$ cat config.mk
export PLATFORM = sky130hd
export DESIGN_NAME = dram_page_ctrl
export DESIGN_NICKNAME = d
export VERILOG_FILES = /design/src/rtl/dram_pkg.sv /design/src/rtl/dram_refresh_timer.sv /design/src/rtl/dram_row_match.sv /design/src/rtl/dram_lane_map.sv /design/src/rtl/dram_page_ctrl.sv
export SDC_FILE = /design/constraint.sdc
export NUM_CORES = 1
export LEC_CHECK = 0
export ABC_AREA = 1
export BUFFER_PORTS_ARGS = -buffer_cell sky130_fd_sc_hd__buf_2
export CAP_MARGIN = 20
export CORE_MARGIN = 3
export CORE_UTILIZATION = 28
export DETAILED_ROUTE_END_ITERATION = 10
export SYNTH_ARGS = -nofsm -noshare
export SYNTH_HDL_FRONTEND = slang
export SYNTH_SLANG_ARGS = --single-unit
$ cat constraint.sdc
create_clock -name clk -period 2.2 [get_ports clk]
set_clock_uncertainty 0.05 [all_clocks]
set_input_delay 0.11 -clock clk [delete_from_list [all_inputs] [get_ports clk]]
set_output_delay 0.11 -clock clk [all_outputs]
set_load 0.03 [all_outputs]
$ cat src/rtl/dram_pkg.sv
package dram_pkg;
    typedef enum logic [2:0] {
        ST_IDLE,
        ST_PRE,
        ST_ROW,
        ST_COL,
        ST_CASUP,
        ST_CBR_CAS,
        ST_CBR_RAS,
        ST_CBR_RUP
    } dram_state_e;
endpackage

$ cat src/rtl/dram_refresh_timer.sv
module dram_refresh_timer #(
    parameter int INTERVAL = 256
) (
    input  logic clk,
    input  logic rst_n,
    output logic tick
);
    localparam int CW = $clog2(INTERVAL);
    logic [CW-1:0] cnt_d, cnt_q;

    always_comb begin
        tick  = (cnt_q == CW'(INTERVAL - 1));
        cnt_d = tick ? '0 : cnt_q + 1'b1;
    end

    always_ff @(posedge clk) begin
        if (!rst_n) cnt_q <= '0;
        else        cnt_q <= cnt_d;
    end
endmodule

$ cat src/rtl/dram_row_match.sv
module dram_row_match #(
    parameter int ROW_W = 9
) (
    input  logic             row_open,
    input  logic [ROW_W-1:0] open_row,
    input  logic [ROW_W-1:0] req_row,
    output logic             hit
);
    assign hit = row_open && (open_row == req_row);
endmodule

$ cat src/rtl/dram_lane_map.sv
module dram_lane_map #(
    parameter int LANES = 2
) (
    input  logic [LANES-1:0] be,
    output logic [LANES-1:0] cas_n
);
    for (genvar i = 0; i < LANES; i++) begin : g_lane
        assign cas_n[i] = ~be[i];
    end
endmodule

$ cat src/rtl/dram_page_ctrl.sv
module dram_page_ctrl
    import dram_pkg::*;
#(
    parameter int ROW_W   = 9,
    parameter int COL_W   = 8,
    parameter int LANE_W  = 8,
    parameter int PRE_CYC = 2,
    parameter int CAS_CYC = 2,
    parameter int RAS_CYC = 3,
    parameter int REF_INT = 256,
    localparam int DATA_W = 2 * LANE_W,
    localparam int AW     = ROW_W + COL_W,
    localparam int MA_W   = (ROW_W > COL_W) ? ROW_W : COL_W
) (
    input  logic              clk,
    input  logic              rst_n,
    input  logic              cfg_edo,
    input  logic              req_valid,
    input  logic              req_we,
    input  logic [1:0]        req_be,
    input  logic [AW-1:0]     req_addr,
    input  logic [DATA_W-1:0] req_wdata,
    output logic              req_ready,
    output logic [DATA_W-1:0] req_rdata,
    output logic [MA_W-1:0]   mem_addr,
    output logic              mem_ras_n,
    output logic              mem_ucas_n,
    output logic              mem_lcas_n,
    output logic              mem_we_n,
    output logic [DATA_W-1:0] mem_dq_out,
    output logic              mem_dq_oe,
    input  logic [DATA_W-1:0] mem_dq_in
);
    localparam int MAXC  = (PRE_CYC > CAS_CYC) ? ((PRE_CYC > RAS_CYC) ? PRE_CYC : RAS_CYC)
                                               : ((CAS_CYC > RAS_CYC) ? CAS_CYC : RAS_CYC);
    localparam int CNT_W = $clog2(MAXC + 1);

    typedef struct packed {
        dram_state_e       state;
        logic [CNT_W-1:0]  cnt;
        logic              for_ref;
        logic              ref_pend;
        logic              row_open;
        logic [ROW_W-1:0]  open_row;
        logic [ROW_W-1:0]  lat_row;
        logic [COL_W-1:0]  lat_col;
        logic              lat_we;
        logic              lat_edo;
        logic [1:0]        lat_cas_n;
        logic              ras_n;
        logic              ucas_n;
        logic              lcas_n;
        logic              we_n;
        logic [MA_W-1:0]   addr;
        logic              dq_oe;
        logic [DATA_W-1:0] dq_out;
        logic              ready;
        logic [DATA_W-1:0] rdata;
    } ctrl_t;

    ctrl_t d, q;

    logic             ref_tick;
    logic             page_hit;
    logic [1:0]       sel_cas_n;
    logic [ROW_W-1:0] req_row;
    logic [COL_W-1:0] req_col;

    assign req_row = req_addr[AW-1:COL_W];
    assign req_col = req_addr[COL_W-1:0];

    dram_refresh_timer #(.INTERVAL(REF_INT)) u_timer (
        .clk  (clk),
        .rst_n(rst_n),
        .tick (ref_tick)
    );

    dram_row_match #(.ROW_W(ROW_W)) u_match (
        .row_open(q.row_open),
        .open_row(q.open_row),
        .req_row (req_row),
        .hit     (page_hit)
    );

    dram_lane_map #(.LANES(2)) u_lanes (
        .be   (req_be),
        .cas_n(sel_cas_n)
    );

    always_comb begin
        d          = q;
        d.ready    = 1'b0;
        d.ref_pend = q.ref_pend | ref_tick;
        case (q.state)
            ST_IDLE: begin
                if (q.ref_pend) begin
                    d.ref_pend = ref_tick;
                    d.for_ref  = 1'b1;
                    d.row_open = 1'b0;
                    d.ras_n    = 1'b1;
                    d.cnt      = CNT_W'(PRE_CYC - 1);
                    d.state    = ST_PRE;
                end else if (req_valid && !q.ready) begin
                    d.lat_row   = req_row;
                    d.lat_col   = req_col;
                    d.lat_we    = req_we;
                    d.lat_edo   = cfg_edo;
                    d.lat_cas_n = sel_cas_n;
                    d.dq_out    = req_wdata;
                    if (page_hit) begin
                        d.addr   = MA_W'(req_col);
                        d.ucas_n = sel_cas_n[1];
                        d.lcas_n = sel_cas_n[0];
                        d.we_n   = ~req_we;
                        d.dq_oe  = req_we;
                        d.cnt    = CNT_W'(CAS_CYC - 1);
                        d.state  = ST_COL;
                    end else begin
                        d.for_ref  = 1'b0;
                        d.row_open = 1'b0;
                        d.ras_n    = 1'b1;
                        d.addr     = MA_W'(req_row);
                        d.cnt      = CNT_W'(PRE_CYC - 1);
                        d.state    = ST_PRE;
                    end
                end
            end
            ST_PRE: begin
                if (q.cnt == '0) begin
                    if (q.for_ref) begin
                        d.ucas_n = 1'b0;
                        d.lcas_n = 1'b0;
                        d.state  = ST_CBR_CAS;
                    end else begin
                        d.ras_n    = 1'b0;
                        d.row_open = 1'b1;
                        d.open_row = q.lat_row;
                        d.state    = ST_ROW;
                    end
                end else begin
                    d.cnt = q.cnt - 1'b1;
                end
            end
            ST_ROW: begin
                d.addr   = MA_W'(q.lat_col);
                d.ucas_n = q.lat_cas_n[1];
                d.lcas_n = q.lat_cas_n[0];
                d.we_n   = ~q.lat_we;
                d.dq_oe  = q.lat_we;
                d.cnt    = CNT_W'(CAS_CYC - 1);
                d.state  = ST_COL;
            end
            ST_COL: begin
                if (q.cnt == '0) begin
                    d.ucas_n = 1'b1;
                    d.lcas_n = 1'b1;
                    d.we_n   = 1'b1;
                    d.dq_oe  = 1'b0;
                    if (!q.lat_edo && !q.lat_we) d.rdata = mem_dq_in;
                    d.state = ST_CASUP;
                end else begin
                    d.cnt = q.cnt - 1'b1;
                end
            end
            ST_CASUP: begin
                if (q.lat_edo && !q.lat_we) d.rdata = mem_dq_in;
                d.ready = 1'b1;
                d.state = ST_IDLE;
            end
            ST_CBR_CAS: begin
                d.ras_n = 1'b0;
                d.cnt   = CNT_W'(RAS_CYC - 1);
                d.state = ST_CBR_RAS;
            end
            ST_CBR_RAS: begin
                if (q.cnt == '0) begin
                    d.ras_n = 1'b1;
                    d.state = ST_CBR_RUP;
                end else begin
                    d.cnt = q.cnt - 1'b1;
                end
            end
            ST_CBR_RUP: begin
                d.ucas_n = 1'b1;
                d.lcas_n = 1'b1;
                d.state  = ST_IDLE;
            end
            default: d.state = ST_IDLE;
        endcase
    end

    always_ff @(posedge clk) begin
        if (!rst_n) begin
            q        <= '0;
            q.state  <= ST_IDLE;
            q.ras_n  <= 1'b1;
            q.ucas_n <= 1'b1;
            q.lcas_n <= 1'b1;
            q.we_n   <= 1'b1;
        end else begin
            q <= d;
        end
    end

    assign req_ready  = q.ready;
    assign req_rdata  = q.rdata;
    assign mem_addr   = q.addr;
    assign mem_ras_n  = q.ras_n;
    assign mem_ucas_n = q.ucas_n;
    assign mem_lcas_n = q.lcas_n;
    assign mem_we_n   = q.we_n;
    assign mem_dq_out = q.dq_out;
    assign mem_dq_oe  = q.dq_oe;
endmodule

# Word level (Yosys, flattened, before mapping)
# Index checks and enable logic that the tools add are counted.
[word_totals] regBits=93 latchBits=0 ramBits=0 rom_bits=0 in_bits=56 output_inout_bits=47 wordCells=125 memories=0
[classes] n_addsub=2 n_mul=0 div_mod_pow=0 order_cmp=0 eq_ne=23 shifts=0 mux=40 n_bitwise=8 reduce_logical=31
[op_table] op="16-bit 2-to-1 mux" n=3
[op_table] op="16-bit one-hot mux with 2 select lines" n=1
[op_table] op="30-bit 2-to-1 mux" n=1
[op_table] op="29-bit 2-to-1 mux" n=1
[op_table] op="2-bit != test (second input constant)" n=12
[op_table] op="3-bit one-hot mux with 7 select lines" n=1
[op_table] op="10-bit 2-to-1 mux" n=2
[op_table] op="3-bit 2-to-1 mux" n=6
[op_table] op="9-bit one-hot mux with 2 select lines" n=1
[op_table] op="3-bit AND reduction" n=5
[op_table] op="3-bit equality test (second input constant)" n=4
[op_table] op="1-bit 2-to-1 mux" n=12
[op_table] op="6-bit 2-to-1 mux" n=2
[op_table] op="2-bit one-hot mux with 5 select lines" n=1
[op_table] op="5-bit AND reduction" n=2
[op_table] op="9-bit equality test" n=1
[op_table] op="9-bit 2-to-1 mux" n=1
[op_table] op="8-bit by 1-bit adder with 8-bit output (second input constant)" n=1
[op_table] op="8-bit equality test (second input constant)" n=1
[op_table] op="2-bit one-hot mux with 4 select lines" n=1
[op_table] op="4-bit AND reduction" n=2
[op_table] op="2-bit nonzero test" n=4
[op_table] op="4-bit nonzero test" n=2
[op_table] op="1-bit NOT" n=7
[op_table] op="other kinds (20)" n=30

# Depth between registers and ports, before layout
# Gate-level depths: netlist of run 1.
[depth] word_depth=6 mapped_depth=12 depth_no_buf=12

# By module
# Synthesis of run 1 repeated with hierarchy kept, for this count alone.
[hier_totals] hier_cells=667 area_unflattened_um2=4586.9
[by_module_without_submodules] module="dram_page_ctrl" instances=1 cells_per_inst=570 area_each_um2=4022.6 seq_area_each_um2=1701.6
[by_module_without_submodules] module="dram_refresh_timer" instances=1 cells_per_inst=52 area_each_um2=382.9 seq_area_each_um2=160.2
[by_module_without_submodules] module="dram_row_match" instances=1 cells_per_inst=43 area_each_um2=173.9 seq_area_each_um2=0.0
[by_module_without_submodules] module="dram_lane_map" instances=1 cells_per_inst=2 area_each_um2=7.5 seq_area_each_um2=0.0

# Least setup slack after synthesis of run 1
# Ideal clock, no wire load.
[synth_path] path_kind="register to register" from="register q[80] (netlist bit)" to="register q (netlist bit req_rdata[10])" setup_time_ns=0.116 arrival_ns=1.388 required_time_ns=2.034 slack_ns=0.646 stages_incl_launch_ff=9 path_buffers=1 synth_period_minus_slack_ns=1.554 path_cell_list="dfxtp_1 > inv_1 > ha_1 > inv_1 > o41ai_2 > nand2_2 > clkbuf_2 > o21ai_0 > nor2_1"
[synth_between] elab_chain_len=3
[synth_rtl] item="from (decl)" line="dram_page_ctrl.sv:61" text="ctrl_t d, q;"
[synth_rtl] item="2-bit logical NOT" line="dram_page_ctrl.sv:154" text="if (q.cnt == '0) begin"
[synth_rtl] item="2-bit != test (no source line)"
[synth_rtl] item="4-bit AND reduction (no source line)"
# Every way passes these cells.
# A chain may end at the register's enable or synchronous reset.

# Worst setup path in the final report of run 1
[layout_path] from="register q[80] (netlist bit)" to="register q (netlist bit req_rdata[15])"
# Same word-level chain as after synthesis.

==> flow_metrics.tcl, run 1 <==
set metrics [dict create \
    outcome "completed" \
    antenna_found_initial 0 \
    fin_util_pct 36.2 \
    setup_tns_ns 0 \
    synth_area_per_cell_sq_um 7.42 \
    synth_edf_count 0 \
    ys_warn_count 0 \
    yosys.area.top_type_share_pct 43.9 \
    power_density_mw_per_mm2 1230 \
    ant_nets 0 \
    synth_cells 572 \
    initial_core_util_pct 28.9 \
    num_rows 44 \
    crit_path_end_kind "register" \
    fp.dieH_um 129 \
    dpl.hpwl_um 7670 \
    r2r_start "q[80]$_SDFFE_PN0P_" \
    hold_class "in -> reg" \
    overflow 0 \
    p_leak_nw 2.46 \
    yosysMostFrequentCell "nor2_1" \
    viasPerCell 4.55 \
    final-seq-area_sq_mm 0.00186 \
    reg2reg_slack_ns 0.31 \
    crit_fanout 17 \
    core_area_sq_mm 0.0147 \
    fmax_mhz 528 \
    worstHoldPathCells 3 \
    grt.total_usage_pct 13.5 \
    fillers 1550 \
    yosys-top-cells-area "dfxtp_1 (44%), nor2_1 (9.8%), o21ai_0 (9.1%)" \
    wire_per_inst_um 13.1 \
    synth_common_cells "nor2_1 (111), dfxtp_1 (93), o21ai_0 (77)" \
    syn_to_final_growth_pct 25.4 \
    diodes 0 \
    setup_ws_ns 0.306 \
    synth_ff_type "dfxtp_1" \
    fin_nets 726 \
    cts_buffer_depth 2 \
    hold_violations 0 \
    fin_crit_sh_pct 86.1 \
    grt_pass1_vias 3681 \
    cp.arrival_ns 2.13 \
    reg2regPathDepth 8 \
    htreeDepth 3 \
    dieArea_sq_mm 0.0167 \
    port_buffers 102 \
    finalCriticalPeriod_ns 1.89 \
    globalplace.congestion 0.892 \
    hp-start "req_addr[7]" \
    synth-seq-area-share_pct 43.9 \
    cap_violations 0 \
    grt_pass1_wl_um 18100 \
    critical_path_class "reg -> reg" \
    cts_tree "built" \
    cts_sinks 93 \
    ctsResizeCount 0 \
    reg2reg_to "req_rdata[15]$_SDFFE_PN0P_" \
    clkSlewWorstSetupHoldPaths_ns 0.07 \
    grt_max_degree 37 \
    cts_root_buffer "clkbuf_16" \
    ys_types 38 \
    tightest_slew_ns 0.472 \
    required_ns 2.43 \
    ys_async_sr_fraction_pct 0 \
    routed_wl_um 11200 \
    clk_latency_ns 0.34 \
    firstDrtPassIters 5 \
    die_w_um 129 \
    yosysTopAreaCell "dfxtp_1" \
    ys_ff_latch 93 \
    setup_viol_count_final 0 \
    hold-path-endpoint "q[58]$_SDFFE_PN0P_" \
    slew_headroom_pct 68.5 \
    ios 103 \
    vias 3899 \
    drtIter0Drc 247 \
    drv_slew 0 \
    drive_gt1_share_pct 21.5 \
    cts_buffers 9 \
    p_total_mw 6.54 \
    rsz0062_at_grt "no" \
    ir_drop_v 0.000637 \
    drc 0 \
    multi_input_area_sq_mm 0.00175 \
    dp_slack_ns 0.309 \
    startpoint_type "register" \
    netlist_area_sq_mm 0.00424 \
    syn_nets 630 \
]
## power breakdown
part | switching (mW) | internal (mW)
Sequential | 0.243 | 2.12
Combinational | 1.71 | 0.778
Clock | 0.680 | 1.00
Total | 2.63 | 3.90
## cells in the final DEF (no fill, tap or decap), types with 4 or more instances in the layout
master           n
nor2_1         111
o21ai_0         77
buf_2          102
inv_2            4
nand4_1          6
buf_4            5
nand2_2          5
dlygate4sd3_1   42
dfxtp_1         93
nand3_1         16
nand2_1         64
a21oi_1         44
nor2_2           4
o211ai_1        11
inv_1           44
clkbuf_16        9
## through the flow
| step | cell area [sq um] | hold WS, ns | cells |
|---|---|---|---|
| floorplan | 4240 | 0.159 | 572 |
| global placement | 4580 | 0.285 | 799 |
| detailed placement | 4580 | 0.272 | 799 |
| CTS | 5320 | 0.00141 | 857 |
| global route | 5320 | 0.0114 | 857 |
| finish | 5320 | 0.00687 | 857 |
## area by class of cell
| class | instances | share of cell area, % |
|---|---|---|
| Clock buffer | 9 | 4.23 |
| Timing Repair Buffer | 149 | 18.2 |
| Sequential cell | 93 | 35.0 |
| Clock inverter | 7 | 1.81 |
| Inverter | 50 | 3.55 |
| Multi-Input combinational cell | 365 | 32.9 |
| Tap cell | 184 | 4.33 |
## critical path, stage by stage (launching register included)
cell,delay (ns)
dfxtp_1,0.31
inv_1,0.07
ha_1,0.20
inv_1,0.13
o41ai_2,0.35
nand2_2,0.28
clkinv_2,0.27
nor2_1,0.06
nor2_1,0.10
## how the worst max path moves through the flow
stage	slack, ns	startpoint	depth (start not counted)	end
5_1_grt	0.12	q[80]$_SDFFE_PN0P_	8	req_rdata[0]$_SDFFE_PN0P_
6_report	0.31	q[80]$_SDFFE_PN0P_	8	req_rdata[15]$_SDFFE_PN0P_
2_1_floorplan	0.65	q[80]$_SDFFE_PN0P_	8	req_rdata[10]$_SDFFE_PN0P_
4_1_cts	0.28	q[80]$_SDFFE_PN0P_	8	req_rdata[2]$_SDFFE_PN0P_
3_3_place_gp	0.31	q[80]$_SDFFE_PN0P_	8	req_rdata[0]$_SDFFE_PN0P_
3_5_place_dp	0.31	q[80]$_SDFFE_PN0P_	8	req_rdata[0]$_SDFFE_PN0P_
## logic make-up after synthesis
family,share of synthesized area (%)
fa+ha+maj,0.590
flops,43.9
xor+xnor,0.413
buf+inv,14.9
compound gates,18.3
simple gates,21.9
## sequential cells by signal, summed over array words and instances, names as in the netlist
| name | count |
|---|---|
| mem_ras_n | 1 |
| mem_addr | 9 |
| u_timer.cnt_q | 8 |
| mem_ucas_n | 1 |
| mem_we_n | 1 |
| mem_dq_out | 16 |
| mem_dq_oe | 1 |
| mem_lcas_n | 1 |
| q | 38 |
| req_ready | 1 |
| req_rdata | 16 |
## repair_timing
action                    4_1_cts  5_1_grt
hold buffers                   42        0
hold endpoints to repair       42        0
setup buffers                   0        0
## metal layers
layer	track usage [%]	up-vias	part of all wire [%]
met2	22.0	108	47
met1	17.7	1761	47
li1	-	2017	-
met4	4.88	0	1.7
met5	0	-	0
met3	2.84	13	4.6
No activity file was read; power rests on OpenSTA's default activity.
==> run 2: changes to the inputs <==
--- a/config.mk
+++ b/config.mk
@@ -8,8 +8,8 @@
 export ABC_AREA = 1
 export BUFFER_PORTS_ARGS = -buffer_cell sky130_fd_sc_hd__buf_2
 export CAP_MARGIN = 20
-export CORE_MARGIN = 3
 export CORE_UTILIZATION = 28
+export CTS_CLUSTER_SIZE = 25
 export DETAILED_ROUTE_END_ITERATION = 10
 export SYNTH_ARGS = -nofsm -noshare
 export SYNTH_HDL_FRONTEND = slang
==> run 2 against run 1 <==
The run now ends with DRC left; maximum frequency is 4.4% higher; sequential cell count stayed put; via count is 0.28% lower; largest cell class unchanged; highest routed layer unchanged.
==> flow_metrics.tcl, run 2 (synthesized netlist as in run 1, its figures left out) <==
set metrics [dict create \
    fin_crit_sh_pct 82.4 \
    hold_class "in -> reg" \
    fin_nets 729 \
    power.internal_mw 3.70 \
    cap_violations 0 \
    cts_root_buffer "clkbuf_16" \
    drc 2 \
    outcome "finished, violations left" \
    overflow 0 \
    post_cts_buffers 0 \
    core_area_sq_mm 0.0146 \
    p_leak_nw 2.44 \
    ir_drop_v 0.000632 \
    met1_usage_pct 18.5 \
    port_buffers 102 \
    slew_headroom_pct 67.2 \
    crit_path_end_kind "register" \
    globalplace.congestion 0.931 \
    wire_per_inst_um 12.6 \
    power_switching_mw 2.61 \
    p_clk_share_pct 23.2 \
    setup_ws_ns 0.386 \
    drtIter0Drc 223 \
    cts_buffer_depth 2 \
    startpoint_type "register" \
    cts_tree "built" \
    cp.arrival_ns 2.04 \
    fin_util_pct 36.2 \
    die_w_um 125 \
    num_rows 44 \
    setup_tns_ns 0 \
    ios 103 \
    p_total_mw 6.31 \
    rsz0062_at_grt "no" \
    grt_pass1_wl_um 17900 \
    hold_violations 0 \
    grt_max_degree 50 \
    post-route-cell-area_sq_mm 0.00531 \
    dp_slack_ns 0.423 \
    fmax_mhz 551 \
    final_cell_mix "nor2_1 (111), buf_2 (102), dfxtp_1 (93)" \
    required_ns 2.43 \
    grt_util_met3_pct 2.91 \
    fp.dieH_um 125 \
    grt.total_usage_pct 14.2 \
    busiest_layer "met2" \
    diodes 0 \
    cts_buffers 9 \
    drv_slew 0 \
    dp_cells 799 \
    crit_fanout 16 \
    ctsResizeCount 0 \
    power_density_mw_per_mm2 1190 \
    fillers 1573 \
    htreeDepth 3 \
    syn_to_final_growth_pct 25.1 \
    place_area_sq_mm 0.00458 \
    finalCriticalPeriod_ns 1.81 \
    critical_path_class "reg -> reg" \
    gr-usage-met2_pct 22.6 \
    violations "DRC" \
    seqPwrFrac_pct 37.3 \
    antenna_found_initial 0 \
    clk_latency_ns 0.34 \
    cts_sinks 93 \
    dpl.hpwl_um 7290 \
    largest_reg_flops 38 \
    firstDrtPassIters 10 \
    initial_core_util_pct 29.0 \
    final_common_cell "nor2_1" \
    regMostFlops "q" \
    tightest_slew_ns 0.492 \
    drive_gt1_share_pct 21.3 \
    combPwrFrac_pct 39.5 \
    routed_wl_um 10800 \
    vias 3888 \
    dieArea_sq_mm 0.0157 \
    switching_share_pct 41.4 \
    viasPerCell 4.52 \
    whs_ns 0.00812 \
    clkSlewWorstSetupHoldPaths_ns 0.07 \
    grt_pass1_vias 3677 \
    finalNonFillerCells 860 \
    setup_viol_count_final 0 \
    postCtsHoldBufs 45 \
    ant_nets 0 \
]
-- run 2: area by class of cell --
class	count	area, sq um	area share (%)
Clock buffer	11	243	4.57
Clock inverter	5	36.3	0.684
Inverter	50	189	3.56
Multi-Input combinational cell	365	1750	33.0
Sequential cell	93	1860	35.1
Tap cell	184	230	4.34
Timing Repair Buffer	152	998	18.8
-- run 2: worst max-delay path, cell delays in order (launching register included) --
cell and delay, ns:
dfxtp_1 0.56, nor2_4 0.08, nand2_1 0.10, nor2_1 0.04, inv_1 0.15, nor2_2 0.07, inv_1 0.38, o21ai_0 0.17
a21oi_1 0.14
-- run 2: path summary, 6_finish.rpt --
| kind | start | endpoint | slack (ns) | cells past startpoint |
|---|---|---|---|---|
| setup / recovery | q[84]$_SDFFE_PN0P_ | q[76]$_SDFFE_PN0P_ | 0.39 | 8 |
| hold / removal | req_addr[9] | q[60]$_SDFFE_PN0P_ | 0.008 | 3 |
| setup reg to reg | q[84]$_SDFFE_PN0P_ | q[76]$_SDFFE_PN0P_ | 0.39 | 8 |
| hold reg to reg | q[77]$_SDFFE_PN0P_ | q[77]$_SDFFE_PN0P_ | 0.41 | 2 |
-- run 2: metal layers --
metal  vias to the layer above  share of wire [%]
met2                       127                 44
met1                      1726                 48
met5                         -                  0
li1                       2016                  -
met3                        19                4.9
met4                         0                2.3
-- run 2: power by group through the flow --
stage / Clock, mW / Combinational, mW / Sequential, mW
floorplan: 0 / 2.03 / 2.40
global placement: 0 / 2.42 / 2.39
detailed placement: 0 / 2.43 / 2.38
CTS: 1.51 / 2.50 / 2.35
global route: 1.59 / 2.79 / 2.41
finish: 1.46 / 2.49 / 2.36
